[config.mk]
export PLATFORM = sky130hd
export DESIGN_NAME = ft_fifo
export DESIGN_NICKNAME = d
export VERILOG_FILES = /design/src/rtl/ft_fifo_pkg.sv /design/src/rtl/ft_in_stage.sv /design/src/rtl/ft_chain.sv /design/src/rtl/ft_out_stage.sv /design/src/rtl/ft_fifo.sv
export SDC_FILE = /design/constraint.sdc
export NUM_CORES = 1
export LEC_CHECK = 0
export BUFFER_PORTS_ARGS = -buffer_cell sky130_fd_sc_hd__buf_4
export CAP_MARGIN = 40
export CORE_ASPECT_RATIO = 1.4
export CORE_MARGIN = 2
export CORE_UTILIZATION = 29
export CTS_CLUSTER_SIZE = 12
export DETAILED_ROUTE_END_ITERATION = 10
export PLACE_DENSITY = 0.53
export SLEW_MARGIN = 20
export SYNTH_ARGS = -nofsm -noshare
export SYNTH_HDL_FRONTEND = slang
export SYNTH_HIERARCHICAL = 1
export SYNTH_SLANG_ARGS = --single-unit
[constraint.sdc]
create_clock -name clk -period 2 [get_ports clk]
set_input_delay 0.2 -clock clk [delete_from_list [all_inputs] [get_ports clk]]
set_output_delay 0.2 -clock clk [all_outputs]
set_load 0.02 [all_outputs]
[src/rtl/ft_fifo_pkg.sv]
`timescale 1ns/1ps
package ft_fifo_pkg;
  localparam int unsigned FT_WIDTH_DEF = 5;
  localparam int unsigned FT_DEPTH_DEF = 64;

  // output stage occupancy
  typedef enum logic [1:0] {
    OS_EMPTY = 2'd0,
    OS_SHOW  = 2'd1,
    OS_HELD  = 2'd2
  } ft_out_e;
endpackage

[src/rtl/ft_in_stage.sv]
`timescale 1ns/1ps
module ft_in_stage #(
  parameter int unsigned W = 5
) (
  input  logic         clk,
  input  logic         rst_n,
  input  logic         shift_in,
  input  logic [W-1:0] din,
  input  logic         head_free,
  output logic         in_ready,
  output logic         offer,
  output logic [W-1:0] word
);
  logic         occ;
  logic         fresh;   // captured during the current strobe-high phase
  logic [W-1:0] hold;
  logic         capture;
  logic         hand;

  assign capture  = shift_in & ~occ;
  assign offer    = occ & (~fresh | ~shift_in);
  assign hand     = offer & head_free;
  assign in_ready = ~occ;
  assign word     = hold;

  always_ff @(posedge clk or negedge rst_n) begin
    if (!rst_n) begin
      occ   <= 1'b0;
      fresh <= 1'b0;
      hold  <= '0;
    end else begin
      if (capture) begin
        occ  <= 1'b1;
        hold <= din;
      end else if (hand) begin
        occ <= 1'b0;
      end
      if (capture)        fresh <= 1'b1;
      else if (!shift_in) fresh <= 1'b0;
    end
  end
endmodule

[src/rtl/ft_chain.sv]
`timescale 1ns/1ps
module ft_chain #(
  parameter int unsigned W = 5,
  parameter int unsigned N = 62
) (
  input  logic         clk,
  input  logic         rst_n,
  input  logic         up_offer,
  input  logic [W-1:0] up_word,
  output logic         head_free,
  output logic         tail_valid,
  output logic [W-1:0] tail_word,
  input  logic         tail_free
);
  logic [N-1:0] occ;
  logic [N-1:0] src_v;
  logic [N-1:0] dn_free;
  logic [N-1:0] load;
  logic [N-1:0] leave;
  logic [W-1:0] word  [N];
  logic [W-1:0] src_d [N];

  for (genvar i = 0; i < N; i++) begin : g_link
    if (i == 0) begin : g_head
      assign src_v[i] = up_offer;
      assign src_d[i] = up_word;
    end else begin : g_body
      assign src_v[i] = occ[i-1];
      assign src_d[i] = word[i-1];
    end
    if (i == N-1) begin : g_tail
      assign dn_free[i] = tail_free;
    end else begin : g_mid
      assign dn_free[i] = ~occ[i+1];
    end
    assign load[i]  = src_v[i] & ~occ[i];
    assign leave[i] = occ[i] & dn_free[i];
  end

  always_ff @(posedge clk or negedge rst_n) begin
    if (!rst_n) begin
      occ <= '0;
      for (int k = 0; k < N; k++) word[k] <= '0;
    end else begin
      for (int k = 0; k < N; k++) begin
        if (load[k]) begin
          occ[k]  <= 1'b1;
          word[k] <= src_d[k];
        end else if (leave[k]) begin
          occ[k] <= 1'b0;
        end
      end
    end
  end

  assign head_free  = ~occ[0];
  assign tail_valid = occ[N-1];
  assign tail_word  = word[N-1];
endmodule

[src/rtl/ft_out_stage.sv]
`timescale 1ns/1ps
module ft_out_stage
  import ft_fifo_pkg::*;
#(
  parameter int unsigned W = 5
) (
  input  logic         clk,
  input  logic         rst_n,
  input  logic         shift_out,
  input  logic         arr_valid,
  input  logic [W-1:0] arr_word,
  output logic         free,
  output logic         out_ready,
  output logic [W-1:0] dout
);
  ft_out_e      state;
  logic         late;   // word arrived while the read strobe was already high
  logic [W-1:0] q;

  assign free      = (state == OS_EMPTY);
  assign out_ready = (state == OS_SHOW);
  assign dout      = q;

  always_ff @(posedge clk or negedge rst_n) begin
    if (!rst_n) begin
      state <= OS_EMPTY;
      late  <= 1'b0;
      q     <= '0;
    end else begin
      case (state)
        OS_EMPTY: if (arr_valid) begin
          state <= OS_SHOW;
          q     <= arr_word;
          late  <= shift_out;
        end
        OS_SHOW: begin
          if (shift_out) state <= OS_HELD;
          else           late  <= 1'b0;
        end
        OS_HELD: if (!shift_out || late) begin
          state <= OS_EMPTY;
          late  <= 1'b0;
        end
        default: state <= OS_EMPTY;
      endcase
    end
  end
endmodule

[src/rtl/ft_fifo.sv]
`timescale 1ns/1ps
module ft_fifo
  import ft_fifo_pkg::*;
#(
  parameter int unsigned W     = FT_WIDTH_DEF,
  parameter int unsigned DEPTH = FT_DEPTH_DEF
) (
  input  logic         clk,
  input  logic         rst_n,
  input  logic         shift_in,
  input  logic [W-1:0] din,
  output logic         in_ready,
  input  logic         shift_out,
  output logic [W-1:0] dout,
  output logic         out_ready,
  input  logic         oe_n,
  output logic         dout_en
);
  localparam int unsigned MID = DEPTH - 2;

  logic         in_offer;
  logic [W-1:0] in_word;
  logic         head_free;
  logic         tail_valid;
  logic [W-1:0] tail_word;
  logic         out_free;

  ft_in_stage #(.W(W)) u_in (
    .clk(clk), .rst_n(rst_n), .shift_in(shift_in), .din(din),
    .head_free(head_free), .in_ready(in_ready),
    .offer(in_offer), .word(in_word)
  );

  ft_chain #(.W(W), .N(MID)) u_chain (
    .clk(clk), .rst_n(rst_n), .up_offer(in_offer), .up_word(in_word),
    .head_free(head_free), .tail_valid(tail_valid),
    .tail_word(tail_word), .tail_free(out_free)
  );

  ft_out_stage #(.W(W)) u_out (
    .clk(clk), .rst_n(rst_n), .shift_out(shift_out),
    .arr_valid(tail_valid), .arr_word(tail_word),
    .free(out_free), .out_ready(out_ready), .dout(dout)
  );

  always_ff @(posedge clk or negedge rst_n) begin
    if (!rst_n) dout_en <= 1'b0;
    else        dout_en <= ~oe_n;
  end
endmodule

==> impl_results.md <==
* Max cap viols at 0
* Number of fill cells in the layout at roughly 5400
* F_max at about 580 MHz
* Net count after synthesis at 1001
* Global-route wire length before repair at approximately 43000 um
* HP Class: in -> async
* WP buf/inv at 2
* GRT Total Usage at under 10%
* Placed instance area at between 0.015 and 0.02 sq mm
* Initial Utilization at a little under 30%
* Worst Reg-to-Reg Cells at 5
* Commonest non-fill, non-tap cell in the layout: dfrtp_1
* Vias at about 7200
* DR iter-0 viols at 212
* CTS tree: yes
* Initial antenna violation count at 0
* Sequential area share after synthesis at roughly three fifths
* Setup crit start kind: flop
* Die height at 283.9 um
* DR WL/cell at roughly 14 um
* Count of state elements after synthesis at approximately 390
* Setup CP Type: reg -> out
* CTS Buf Count at between 40 and 50
* Area of the multi-input gates at roughly 0.0058 sq mm
* Worst-skew pair later-pin latency at about 570 ps
* GP Congestion at roughly 0.67
* Slew @ Worst Pin at between 600 and 700 ps
* Share of cells above drive strength 1 at between 30% and 40%
* Final min period at approximately 1700 ps
* Worst clock skew at about 14 ps
* Worst reg2reg path endpoint: u_out/state[1]$_DFFE_PN0P_
* GRT Residual Overflow at 0
* Cell Chain, Critical Path: inv_1 > ha_1 > buf_4
* Hold Vio Cnt, Final at 0
* Largest net degree at the start of global routing at 94
* Critical path's top delay family: flip-flops
* Max-slew violations at 0
* Fin area at 0.01817 sq mm
* # IOs at 18
* Num rows at 102
* Layout Nets at between 1000 and 1500
* H-tree depth reported by CTS at 2
* Critical Path AT at between 1500 and 2000 ps
* RSZ-0062 raised after global routing: no
* Number of global-route vias before repair at around 8300
* Critical Path End Type: output port
* Setup tns final at 0 ps
* Final setup violating endpoints at 0
* Mapped Avg Cell Area at roughly 16 sq um
* Relative slew slack at a little under three fifths
* R2r setup slk at about 540 ps
* Max stage delay on crit path at roughly 400 ps
* Syn-to-layout area delta at 12.01%
* Core area at 0.05526 sq mm
* Post-Syn Area at around 0.016 sq mm
* Yosys warns at 6
* Post-CTS setup buffers at 0
* Die width at a little over 200 um
* Clock slew at reported path FFs at approximately 60 ps
* I/O Buffers at 17
* Synth cell types at 27
* Static Leak at 0.009423 uW
* CP Max Fanout at 7
* Vias per cell at 4.101
* Post-Route WL at 24270 um
* Remaining DRCs at 0
* CTS max path bufs at 3
* Gate Count Post-Synth at just under 1000
* HPWL after detailed placement at 15460 um
* CP max-delay cell: dfrtp_1
* Required time of the critical path at about 1800 ps
* Fin crit share at between 80 and 90%
* Register area at roughly 0.0097 sq mm
* Diode count at 0
* CTS sink cnt at ~390
* Die ar. at ~0.058 sq mm
* DRT antenna net count at 0
* 1st-pass router iterations at 5
* Pwr/cell area at 1370 mW/mm^2
* Status: complete, no violations
* Clk root buf: clkbuf_16
* FF-to-FF Start: u_out/state[0]$_DFFE_PN0P_
* Max rail drop VDD at slightly above 0.8 mV
* Most frequent cells in the layout: dfrtp_1 (388), mux2_4 (306), nand2_1 (118), nand2b_1 (65), clkbuf_16 (42)
* Overall power at ~25000 uW
[kinds of logic after synthesis]
logic type	Yosys count	synth area share (%)
muxes	320	29.29
and+or+nand+nor	193	5.699
buffers and inverters	69	4.357
AOI/OAI and AO/OA	13	0.5089
adders and majority gates	4	0.3085
DFF	388	59.84
[power breakdown]
group / switching (uW) / leakage (uW) / internal [uW]
clock: 3140 / 0.000668 / 4460
combinational: 1740 / 0.00368 / 3960
sequential: 1470 / 0.00508 / 10100
[worst reg2reg max path, cell delays in order, from the launching register on]
cell and delay, ps:
dfrtp_1 390, inv_1 80, ha_1 270, nor2b_1 170, o21ai_0 200, o311ai_0 200
[registers in the layout, summed over array words and instances, names as in the netlist]
| name | flops |
|---|---|
| u_in/word | 5 |
| u_chain/tail_word | 5 |
| u_out/late | 1 |
| dout_en | 1 |
| u_in/occ | 1 |
| u_chain/src_d | 305 |
| u_in/fresh | 1 |
| u_chain/occ | 62 |
| u_out/state | 2 |
| u_out/dout | 5 |
[synthesized netlist by cell type, drive strengths merged]
library cell  instances  area share, %
nand4                 1          0.039
o21ai                 4           0.12
o311ai                1          0.054
and2                  1          0.046
buf                  61            4.2
inv                   8           0.19
a32oi                 1          0.054
nor3                  1          0.031
dfrtp               388             60
mux2                320             29
nand2b               65            2.5
nand3b                1          0.046
nor2b                 4           0.20
a31oi                 1          0.039
and2b                 1          0.062
a21o                  2          0.093
ha                    4           0.31
nand2               119            2.8
o2bb2ai               1          0.054
a21oi                 3          0.093
[per-layer routing]
metal	GRT usage (%)	part of all wire (%)	vias to the layer above
li1	-	-	3340
met1	10.83	43	3772
met2	15.08	51	65
met3	2.090	3.2	53
met4	3.047	2.8	0
met5	0	0	-
[worst max path at each step]
| stage | from | end | slack [ps] | cells past startpoint |
|---|---|---|---|---|
| floorplan | u_in/occ$_DFFE_PN0P_ | u_chain/src_d[300]$_DFFE_PN0P_ | 630 | 5 |
| global placement | u_chain/occ[46]$_DFFE_PN0P_ | u_chain/src_d[73]$_DFFE_PN0P_ | 650 | 2 |
| detailed placement | u_chain/occ[46]$_DFFE_PN0P_ | u_chain/src_d[71]$_DFFE_PN0P_ | 540 | 2 |
| CTS | u_out/state[1]$_DFFE_PN0P_ | out_ready | 240 | 3 |
| global route | u_out/state[1]$_DFFE_PN0P_ | out_ready | 200 | 3 |
| finish | u_out/state[1]$_DFFE_PN0P_ | out_ready | 270 | 3 |
[what timing repair did]
item,in CTS,in global routing
setup endpoints to repair,0,0
endpoints found under the hold margin,399,0
resized for setup,0,0
hold buffers,9,0
[stage by stage]
step	hold slack, ps	instances	utilization, %	worst slack [ps]
floorplan	-95.59	987	-	626.1
global placement	113.2	1679	30.25	645.0
detailed placement	107.0	1679	30.25	541.0
CTS	89.25	1763	32.89	237.3
global route	105.3	1763	32.89	201.3
finish	115.3	1763	32.89	265.7
[layout make-up]
| class | count | share of cell area [%] |
|---|---|---|
| Clock buffer | 66 | 6.884 |
| Multi-Input combinational cell | 530 | 31.96 |
| Tap cell | 728 | 5.012 |
| Inverter | 8 | 0.1652 |
| Sequential cell | 388 | 53.42 |
| Clock inverter | 9 | 0.6402 |
| Timing Repair Buffer | 34 | 1.914 |
Power figures use the tool's default switching activity.
